`src/rtl/mmu_fault_entry.sv`:
```
module mmu_fault_entry #(
  parameter int WAY_W   = 2,
  parameter int ASID_W  = 8,
  parameter int VPN_LSB = 10
) (
  input  logic              clk,
  input  logic              rst_n,
  input  logic              lkp_stb,
  input  logic              lkp_match,
  input  logic              lkp_vbit,
  input  logic              lkp_dbit,
  input  logic [WAY_W-1:0]  lkp_way,
  input  logic              acc_write,
  input  logic              rpt_tail,
  input  logic [31:0]       va_in,
  input  logic [ASID_W-1:0] asid_in,
  input  logic [31:0]       pc_in,
  input  logic [31:0]       sr_in,
  input  logic [31:0]       vbr_in,
  output logic              redirect,
  output logic [31:0]       redirect_pc,
  output logic [31:0]       sr_wdata,
  output logic              dbl_err,
  output logic [11:0]       expevt,
  output logic [31:0]       fault_addr,
  output logic [31:0]       pte_hi,
  output logic [WAY_W-1:0]  way_sel,
  output logic [31:0]       saved_pc,
  output logic [31:0]       saved_sr
);
  localparam int          BL_POS    = 28;
  localparam logic [31:0] MODE_BITS = 32'h7000_0000;
  localparam logic [31:0] HNDL_OFS  = 32'h0000_0100;
  localparam int          GAP_W     = VPN_LSB - ASID_W;

  logic inv_f, wr1_f, rpt_f, fault, take, blocked;
  logic [11:0] code;

  assign inv_f   = lkp_match & ~lkp_vbit;
  assign wr1_f   = lkp_match & lkp_vbit & ~lkp_dbit & acc_write;
  assign rpt_f   = rpt_tail & (~lkp_match | inv_f | wr1_f);
  assign fault   = rpt_f | inv_f | wr1_f;
  assign take    = lkp_stb & fault & ~sr_in[BL_POS];
  assign blocked = lkp_stb & fault &  sr_in[BL_POS];

  always_comb begin
    if (rpt_f)      code = 12'h070;
    else if (inv_f) code = acc_write ? 12'h060 : 12'h040;
    else            code = 12'h080;
  end

  always_ff @(posedge clk) begin
    if (!rst_n) begin
      redirect    <= 1'b0;
      dbl_err     <= 1'b0;
      redirect_pc <= '0;
      sr_wdata    <= '0;
      expevt      <= '0;
      fault_addr  <= '0;
      pte_hi      <= '0;
      way_sel     <= '0;
      saved_pc    <= '0;
      saved_sr    <= '0;
    end else begin
      redirect <= take;
      dbl_err  <= blocked;
      if (take) begin
        redirect_pc <= vbr_in + HNDL_OFS;
        sr_wdata    <= sr_in | MODE_BITS;
        expevt      <= code;
        fault_addr  <= va_in;
        pte_hi      <= {va_in[31:VPN_LSB], {GAP_W{1'b0}}, asid_in};
        way_sel     <= lkp_way;
        saved_sr    <= sr_in;
        if (!rpt_f) saved_pc <= pc_in;
      end
    end
  end

  p_code_legal_r1: assert property (@(posedge clk) disable iff (!rst_n)
    redirect |-> (expevt == 12'h040 || expevt == 12'h060 ||
                  expevt == 12'h070 || expevt == 12'h080));

  p_rpt_keeps_pc_r3: assert property (@(posedge clk) disable iff (!rst_n)
    (redirect && expevt == 12'h070) |-> $stable(saved_pc));

  p_vector_r6: assert property (@(posedge clk) disable iff (!rst_n)
    $past(rst_n) && redirect |-> redirect_pc == $past(vbr_in) + HNDL_OFS);

  p_blocked_r7: assert property (@(posedge clk) disable iff (!rst_n)
    lkp_stb && sr_in[BL_POS] |=> !redirect && $stable(saved_pc) && $stable(expevt));

  p_idle_r8: assert property (@(posedge clk) disable iff (!rst_n)
    !lkp_stb |=> !redirect && !dbl_err && $stable(expevt) && $stable(fault_addr));

  p_excl_r7: assert property (@(posedge clk) disable iff (!rst_n)
    !(redirect && dbl_err));
endmodule

```
`config.mk`:
```
export PLATFORM = sky130hd
export DESIGN_NAME = mmu_fault_entry
export DESIGN_NICKNAME = d
export VERILOG_FILES = /design/src/rtl/mmu_fault_entry.sv
export SDC_FILE = /design/constraint.sdc
export NUM_CORES = 1
export LEC_CHECK = 0
export CORE_AREA = 8 8 130 132
export DETAILED_ROUTE_END_ITERATION = 8
export DIE_AREA = 0 0 138 140
export DONT_BUFFER_PORTS = 1
export PLACE_DENSITY = 0.56
export REMOVE_ABC_BUFFERS = 1
export SETUP_SLACK_MARGIN = 0.1
export SLEW_MARGIN = 30
export SYNTH_ARGS = -nofsm -noshare
export SYNTH_HDL_FRONTEND = slang
export SYNTH_SLANG_ARGS = --single-unit
```
`constraint.sdc`:
```
create_clock -name clk -period 3.9 [get_ports clk]
set_clock_uncertainty 0.15 [all_clocks]
set_input_delay 0.195 -clock clk [delete_from_list [all_inputs] [get_ports clk]]
set_output_delay 0.195 -clock clk [all_outputs]
set_load 0.05 [all_outputs]
```
==> results.md, run 1 <==
* Most frequent cell after synthesis: nand2_1
* Async SR Flop Fraction at 0%
* Post_cts resized at 0
* Initial antenna violation count at 0
* Period minus WS final at 2.94 ns
* DRT Pass-1 Iters at 5
* Die X at 138 um
* Main flop type after synthesis: dfxtp_1
* Clock slew at reported path FFs at 0.06 ns
* Critical path class: input port to flop
* Worst EP required at 4.05 ns
* Core area at 0.0149 mm2
* Fin. Hold Viols at 0
* Post-synthesis cell count at 739
* Post-synthesis register bit count at 145
* Post-synth top area cell: dfxtp_1
* Worst hold path class: input port to flop
* Setup bufs post-CTS at 0
* Critical path cell sequence: dlygate4sd3_1, ha_1, and4_4, nand3_2, o31ai_1, dlygate4sd3_1, a31oi_1, dlygate4sd3_1
* Most used cell along the critical path: dlygate4sd3_1
* CP max-delay cell: dlygate4sd3_1
* Startpoint Class: input port
* Largest net degree at the start of global routing at 85
* CTS Buffer Depth at 2
* Dpl hpwl at 14.0 mm
* Post-Layout Cell Count at 1022
* Maximum VDD drop at 0.279 mV
* Via/cell ratio at 5.35
* Root Buffer: clkbuf_16
* Top post-synthesis cells by count: nand2_1 (235), dfxtp_1 (145), a21oi_1 (118)
* Pwr Density at 512 mW/mm2
* Max-slew violations at 0
* Met3 Track Usage GR at 9.70%
* Clk sinks at 145
* Nets at 968
* Tot Pwr at 4010 uW
* RSZ-0062 raised after global routing: no
* Grt met2 use at 37.3%
* M1 GR Usage at 20.7%
* Setup_tns at 0 ns
* Final ANT Viol Nets at 0
* Worst-Skew Late Latency at 0.42 ns
* Initial core utilization at 39.7%
* Netlist cell types at 47
* Tcrit/Tclk final at 75.4%
* Die Y at 140 um
* Port Buf Inserts at 0
* GR Util All Layers at 20.9%
* Yosys warns at 0
* Fillcell total at 1292
* Area of the die at 0.0193 mm2
* Post-synth top area share at 49.2%
* Core Rows at 45
* Top cells by area, synth: dfxtp_1 (49%), nand2_1 (15%), a21oi_1 (10%)
* Normalized max-slew margin at 30.8%
* Layout cells sized above 1 at 8.16%
* Placed cells at 832
* Vias at 5467
* Io pins at 354
* CP arrival at 3.10 ns
* Area of the mapped netlist at 0.00590 mm2
* Vias in the first global route at 5426
* Grt total ovfl at 0
* CTS Hold Bufs at 158
* Drt wl/cell at 20.8 um
* First-pass GRT wire length at 32.1 mm
* Gr busiest metal: met2
* Total wire length at 21.3 mm
* Crit-path max FO at 11
* # setup viols final at 0
* CP endpoint kind: flop
* Post-synth EDFFs at 0
* LEAKAGE at 0.00280 uW
* First DRT Iteration DRCs at 294
* CTS Buf Count at 17
* Slowest stage delay, CP at 0.60 ns
* Max-Cap Viols at 0
* FMAX at 340 MHz
* Remaining routing DRC violations at 0
* Synth-to-layout area growth at 32.7%
* Syn Area/Cell at 7.98 um2
* CTS tree: built
* Status: finished, final reports clean
* Sequential share of the synthesized area at 49.2%
* H-tree Lvls at 4
* GPL Wtd Cong at 0.807
* Worst-Margin Slew at 1.04 ns
==> cell usage in the layout (no fill, tap or decap), types with 8 or more instances in the layout <==
cell and count:
clkbuf_16 17, a21oi_1 118, nand2_1 235, a211oi_1 8, conb_1 10, a31oi_1 11, nor2_1 15, o21ai_0 21
xor2_1 8, dfxtp_2 21, dlygate4sd3_1 158, dfxtp_1 124
==> registers in the layout (all words and copies together) (netlist names) <==
register,cells
dbl_err,1
expevt,4
fault_addr,32
pte_hi,8
redirect,1
redirect_pc,32
saved_pc,32
saved_sr,3
sr_wdata,30
way_sel,2
==> power breakdown <==
group / total [uW] / internal, uW / switching [uW]
sequential: 1890 / 1540 / 347
combinational: 351 / 165 / 186
clock: 1760 / 1100 / 665
==> worst max-delay path, delay by kind of cell <==
| family | cells | cell delay (ns) |
|---|---|---|
| buffers and inverters | 3 | 1.77 |
| and+or+nand+nor | 2 | 0.50 |
| AOI/OAI and AO/OA | 2 | 0.41 |
| adders and majority gates | 1 | 0.22 |
==> through the flow <==
step	instance area (um2)	util [%]	setup WS, ns	hold WS [ns]
floorplan	5250	-	-1.09	0.142
global placement	5570	37.5	1.89	0.144
detailed placement	5590	37.6	1.79	0.146
CTS	7810	52.6	1.04	0.0221
global route	7820	52.6	0.766	0.0538
finish	7820	52.6	0.958	0.0422
==> final timing paths <==
path | start | to | slack, ns | cells past startpoint
setup reg to reg | redirect_pc[30] | redirect_pc[30] | 2.08 | 3
setup / recovery | vbr_in[8] | redirect_pc[28] | 0.96 | 8
hold reg to reg | pte_hi[1] | pte_hi[1] | 0.55 | 2
hold / removal | lkp_match | expevt[7] | 0.04 | 3
==> cell type report <==
| cell class | instances | area (um2) | share of cell area (%) |
|---|---|---|---|
| Antenna cell | 1 | 2.50 | 0.0320 |
| Clock buffer | 18 | 439 | 5.61 |
| Clock inverter | 13 | 199 | 2.54 |
| Inverter | 6 | 25.0 | 0.320 |
| Multi-Input combinational cell | 486 | 2350 | 30.0 |
| Sequential cell | 145 | 2930 | 37.4 |
| Tap cell | 188 | 235 | 3.01 |
| Timing Repair Buffer | 165 | 1650 | 21.0 |
==> metal layers <==
layer,part of all wire [%],vias up
met2,52,274
met3,10,40
met1,35,2584
met4,2.3,0
li1,-,2569
met5,0,-
==> kinds of logic (layout without fill, tap and decap cells) <==
| logic type | count (synthesis) | count (layout) | synth area share (%) |
|---|---|---|---|
| buffers and inverters | 117 | 202 | 11.9 |
| DFF | 145 | 145 | 49.2 |
| adders and majority gates | 1 | 1 | 0.212 |
| and+or+nand+nor | 289 | 289 | 20.5 |
| xor gates and xnor gates | 10 | 10 | 1.49 |
| other | 1 | 11 | 0.0636 |
| AOI/OAI and AO/OA | 176 | 176 | 16.6 |
Power figures use the tool's default switching activity.
==> run 2: changes to the inputs <==
- ABC_AREA: default -> 1
- CORE_AREA: 8 8 130 132 -> 8 8 132 134
- DIE_AREA: 0 0 138 140 -> 0 0 140 142
- PLACE_DENSITY: 0.56 -> 0.57
- clock period: 3.9 -> 2.9 ns (I/O delays scaled with it)
==> results.md, run 2 <==
* Status: finished, final reports clean
* Vias at 5927 (+8.4%)
* Io pins at 354 (unchanged)
* Initial core utilization at 39.9% (+0.22 points)
* CTS tree: built
* CP arrival at 2.79 ns (-0.31 ns)
* Clk sinks at 145 (unchanged)
* Synth-to-layout area growth at 39.7%
* Async SR Flop Fraction at 0% (unchanged)
* Grt total ovfl at 0 (unchanged)
* Worst-Margin Slew at 0.910 ns (-0.126 ns)
* Yosys warns at 0 (unchanged)
* DRT Pass-1 Iters at 6 (+1)
* Tot Pwr at 5410 uW (+35%)
* Total area of sequential cells at 0.00290 mm2 (-0.90%)
* FMAX at 386 MHz
* Min Hold Slack at 0.0262 ns (-0.0160 ns)
* Largest net degree at the start of global routing at 128 (+51%)
* CTS Hold Bufs at 179 (+13%)
* Die X at 140 um (+1.4%)
* Critical path class: input port to flop
* Setup bufs post-CTS at 0 (unchanged)
* GR Util All Layers at 20.4% (-0.51 points)
* Pwr Density at 630 mW/mm2 (+23%)
* Main flop type after synthesis: dfxtp_1
* Most frequent cells in the layout: nand2_1 (243), dlygate4sd3_1 (178), dfxtp_1 (145), nor2_1 (96), a21oi_1 (93)
* # setup viols final at 0 (unchanged)
* Worst hold path class: input port to flop
* LEAKAGE at 0.00364 uW (+30%)
* RSZ-0062 raised after global routing: no
* Vias in the first global route at 5907 (+8.9%)
* Multi-input combinational cell area at 0.00243 mm2 (+3.8%)
* Top post-synthesis cells by count: nand2_1 (243), dfxtp_1 (145), nor2_1 (96)
* Crit-path max FO at 127 (+116)
* Fin. Hold Viols at 0 (unchanged)
* Top flop regs: fault_addr x32, redirect_pc x32, saved_pc x32
* Die Y at 142 um (+1.4%)
* Post-synth top area share at 47.2% (-2.1 points)
* Drt wl/cell at 17.5 um (-16%)
* Initial antenna violation count at 0 (unchanged)
* Nets at 1138 (+18%)
* Clock slew at reported path FFs at 0.06 ns (about the same)
* Post_cts resized at 0 (unchanged)
* Root Buffer: clkbuf_16
* Worst EP required at 3.10 ns (-0.95 ns)
* Tcrit/Tclk final at 89.3%
* Remaining routing DRC violations at 0 (unchanged)
* Placed cells at 985 (+18%)
* Post-synthesis register bit count at 145 (unchanged)
* Syn Area/Cell at 7.37 um2 (-7.6%)
* Sequential share of the synthesized area at 47.2% (-2.1 points)
* Most common cell after layout, fill and taps aside: nand2_1
* Port Buf Inserts at 0 (unchanged)
* Netlist cell types at 25 (-47%)
* Maximum VDD drop at 0.346 mV (+24%)
* Dpl hpwl at 13.4 mm (-4.1%)
* H-tree Lvls at 4 (unchanged)
* CP endpoint kind: flop
* Max-slew violations at 0 (unchanged)
* Top cells by area, synth: dfxtp_1 (47%), nand2_1 (15%), buf_4 (9.5%)
* Max-Cap Viols at 0 (unchanged)
* Normalized max-slew margin at 39.3% (+8.5 points)
* Core area at 0.0154 mm2 (+3.8%)
* Period minus WS final at 2.59 ns
* Fillcell total at 1412 (+9.3%)
* Layout cells sized above 1 at 9.56% (+1.4 points)
* Final ANT Viol Nets at 0 (unchanged)
* Via/cell ratio at 4.95 (-7.4%)
* Post-synth EDFFs at 0 (unchanged)
* Post-Layout Cell Count at 1197 (+17%)
* GPL Wtd Cong at 0.854 (+5.8%)
* CTS Buffer Depth at 2 (unchanged)
* Startpoint Class: input port
* Worst-Skew Late Latency at 0.41 ns (about the same)
* Area of the die at 0.0199 mm2 (+2.9%)
* First-pass GRT wire length at 32.2 mm (+0.39%)
* Total wire length at 21.0 mm (-1.3%)
* CTS Buf Count at 17 (unchanged)
* Fin util at 55.7% (+3.1 points)
* Area of the mapped netlist at 0.00615 mm2 (+4.3%)
* Most frequent cell after synthesis: nand2_1
* Post-synthesis cell count at 835 (+13%)
* Core Rows at 46 (+2.2%)
* Post-synth top area cell: dfxtp_1
* First DRT Iteration DRCs at 276 (-6.1%)
## run 2: changes by cell type in the layout (fill, tap and decap cells not counted), sizes merged, moves of 18 or more
cell and change:
o21ai +27, nor2 +84, a21oi -25, buf +50
inv +33, nand3 +18, dlygate4sd3 +20
## run 2: per-layer routing
metal / GRT usage (%) / wire, um
met1: 21.3 / 7830
met2: 35.2 / 10600
met3: 8.45 / 1910
met4: 9.43 / 647
met5: 0 / 0
## run 2: cell type report
type / count / area share [%]
inverters: 40 / 1.75
well taps: 192 / 2.80
flip-flops and latches: 145 / 33.8
diodes: 1 / 0.0291
clock inverters: 13 / 2.02
repair buffers: 235 / 26.1
clock buffers: 19 / 5.15
multi-input cells: 552 / 28.3
## run 2: stage by stage
stage                     TNS (ns)  area [um2]  setup WS, ns
after CTS                        0        8590         0.512
after global placement           0        6170          1.19
after detailed placement         0        6170          1.18
final                            0        8590         0.311
after floorplan             -39.25        5480        -0.449
after global routing             0        8590         0.217
## run 2: power by group
| part | switching (uW) | internal, uW |
|---|---|---|
| Sequential | 291 | 2080 |
| Combinational | 475 | 280 |
| Clock | 890 | 1400 |
## run 2: worst max-delay path, cell delays in order
cell           delay, ns
dlygate4sd3_1       0.56
inv_1               0.05
o21ai_1             0.22
nand2_1             0.15
nor2_4              0.15
buf_12              0.35
o21ai_0             0.19
nor2_1              0.19
dlygate4sd3_1       0.60
## run 2: kinds of logic (layout without fill, tap and decap cells)
group	count (synthesis)	in the layout	synth area share [%]
simple gates	376	376	24.2
compound gates	158	158	13.5
buf+inv	147	307	13.9
flops	145	145	47.2
xor+xnor	7	7	0.996
fa+ha+maj	1	1	0.203
other cells	1	11	0.0609
## run 2: worst paths after layout
| kind | from | endpoint | slack, ns | cells past startpoint |
|---|---|---|---|---|
| max reg2reg | expevt[4] | expevt[4] | 1.06 | 3 |
| min reg2reg | fault_addr[14] | fault_addr[14] | 0.31 | 2 |
| min | vbr_in[16] | redirect_pc[23] | 0.03 | 6 |
| max | acc_write | expevt[4] | 0.31 | 9 |
==> run 3: changes to the inputs <==
- PLACE_DENSITY: 0.57 -> 0.54
==> results.md, run 3 (synthesis results as in run 2) <==
* Status: finished, final reports clean
* LEAKAGE at 0.00359 uW (-1.6%)
* Flop pwr share at 44.2% (+0.4 points)
* Fin. Hold Viols at 0 (unchanged)
* Core area at 0.0154 mm2 (unchanged)
* Worst-Margin Slew at 0.925 ns (+0.0146 ns)
* Final ANT Viol Nets at 0 (unchanged)
* Post-Layout Cell Count at 1192 (-0.42%)
* Startpoint Class: input port
* Pwr Density at 631 mW/mm2 (+0.22%)
* CTS tree: built
* Sw power at 1660 uW (+0.51%)
* Place WS at 0.841 ns (-0.343 ns)
* Dpl hpwl at 14.9 mm (+12%)
* Crit-path max FO at 9 (-93%)
* Period minus WS final at 2.54 ns (-0.0494 ns)
* Max-slew violations at 0 (unchanged)
* Initial antenna violation count at 0 (unchanged)
* GR Util All Layers at 21.4% (+1.1 points)
* First-pass GRT wire length at 33.5 mm (+4.1%)
* Io pins at 354 (unchanged)
* Layout cells sized above 1 at 10.1% (+0.55 points)
* Port Buf Inserts at 0 (unchanged)
* Family with the most delay on the worst path: buffers and inverters
* Initial core utilization at 39.9% (unchanged)
* Clk pwr share at 41.8% (-0.4 points)
* Logic pwr share at 13.9% (about the same)
* Root Buffer: clkbuf_16
* Placed cells at 987 (+0.20%)
* Tcrit/Tclk final at 87.6% (-1.7 points)
* Grt total ovfl at 0 (unchanged)
* GPL Wtd Cong at 0.890 (+4.2%)
* Post_cts resized at 0 (unchanged)
* CP endpoint kind: flop
* Worst path buffer plus inverter count at 4 (unchanged)
* Drt wl/cell at 19.1 um (+8.7%)
* Most used cell along the critical path: dlygate4sd3_1
* Die Y at 142 um (unchanged)
* # setup viols final at 0 (unchanged)
* DRT Pass-1 Iters at 5 (-1)
* Clk sinks at 145 (unchanged)
* PnR worst setup slack at 0.361 ns (+0.0494 ns)
* CTS Buffer Depth at 2 (unchanged)
* Via/cell ratio at 5.16 (+4.2%)
* Worst hold path class: input port to flop
* Met3 Track Usage GR at 8.92% (+0.47 points)
* Normalized max-slew margin at 38.4% (-0.98 points)
* Critical path cell sequence: dlygate4sd3_1, nand2_1, inv_1, o21ai_1, nand3_4, nor2_4, dlygate4sd3_1, nor2_1, dlygate4sd3_1
* Most frequent cells in the layout: nand2_1 (243), dlygate4sd3_1 (168), dfxtp_1 (145), nor2_1 (96), a21oi_1 (93)
* Fillcell total at 1381 (-2.2%)
* Fin util at 55.4% (-0.33 points)
* Vias at 6152 (+3.8%)
* Maximum VDD drop at 0.401 mV (+16%)
* Top flop regs: fault_addr x32, redirect_pc x32, saved_pc x32
* Vias in the first global route at 5977 (+1.2%)
* CP max-delay cell: dlygate4sd3_1
* RSZ-0062 raised after global routing: no
* Gr busiest metal: met2
* CTS Buf Count at 17 (unchanged)
* Critical path class: input port to flop
* Max-Cap Viols at 0 (unchanged)
* Most common cell after layout, fill and taps aside: nand2_1
* Core Rows at 46 (unchanged)
* CP arrival at 2.69 ns (-0.10 ns)
* Die X at 140 um (unchanged)
* Slowest stage delay, CP at 0.64 ns (+0.04 ns)
* Tot Pwr at 5390 uW (-0.38%)
* Total wire length at 22.7 mm (+8.2%)
* Grt met2 use at 37.9% (+2.7 points)
* Switching part of the total power at 30.9% (+0.27 points)
* Nets at 1133 (-0.44%)
* Largest net degree at the start of global routing at 89 (-30%)
* Remaining routing DRC violations at 0 (unchanged)
* Worst-Skew Late Latency at 0.41 ns (about the same)
* Synth-to-layout area growth at 38.8%
* Worst EP required at 3.05 ns (-0.05 ns)
* M1 GR Usage at 21.3% (about the same)
* Clock slew at reported path FFs at 0.06 ns (about the same)
* Area of the die at 0.0199 mm2 (unchanged)
* First DRT Iteration DRCs at 443 (+61%)
* H-tree Lvls at 4 (unchanged)
* Power Internal at 3730 uW (-0.78%)
* FMAX at 394 MHz (+1.9%)
* Setup_tns at 0 ns (unchanged)
[run 3: worst reg2reg max path: stages (launching register included)]
cell           delay [ns]
dfxtp_1              0.67
o21ai_0              0.19
nor2_1               0.11
dlygate4sd3_1        0.57
[run 3: per-layer routing]
layer / vias up / wire length, um
met3: 62 / 2220
met1: 2879 / 8090
li1: 2890 / -
met2: 321 / 11500
met5: - / 0
met4: 0 / 873
[run 3: area by class of cell]
| cell class | instances | area (um2) | share of cell area (%) |
|---|---|---|---|
| tap | 192 | 240 | 2.81 |
| antenna | 1 | 2.50 | 0.0293 |
| sequential | 145 | 2900 | 34.0 |
| clock buffer | 18 | 429 | 5.02 |
| timing repair buffer | 229 | 2190 | 25.6 |
| multi-input combinational | 553 | 2450 | 28.7 |
| inverter | 40 | 150 | 1.76 |
| clock inverter | 14 | 180 | 2.11 |
[run 3: power by group through the flow]
stage	registers (uW)	logic (uW)	clock network, uW
after CTS	2390	739	2310
after floorplan	2590	220	0
after detailed placement	2430	530	0
final	2390	751	2260
after global routing	2390	803	2400
after global placement	2430	520	0
[run 3: through the flow]
stage / instance area [um2] / hold WS [ns]
after global placement: 6210 / 0.0877
after CTS: 8520 / 0.00147
final: 8540 / 0.0235
after floorplan: 5480 / 0.0844
after detailed placement: 6210 / 0.0891
after global routing: 8540 / 0.0627
[run 3: final timing paths]
| check | end | slack (ns) | cells after the start | from |
|---|---|---|---|---|
| hold / removal | redirect_pc[19] | 0.02 | 6 | vbr_in[11] |
| hold reg to reg | sr_wdata[15] | 0.31 | 2 | sr_wdata[15] |
| setup reg to reg | saved_pc[25] | 1.15 | 3 | saved_pc[25] |
| setup / recovery | expevt[4] | 0.36 | 9 | lkp_vbit |
[run 3: repair_timing]
| action | in CTS | in global routing |
|---|---|---|
| hold buffers | 169 | 0 |
| setup buffers | 0 | 2 |
| setup endpoints to repair | 0 | 9 |
| endpoints found under the hold margin | 144 | 0 |
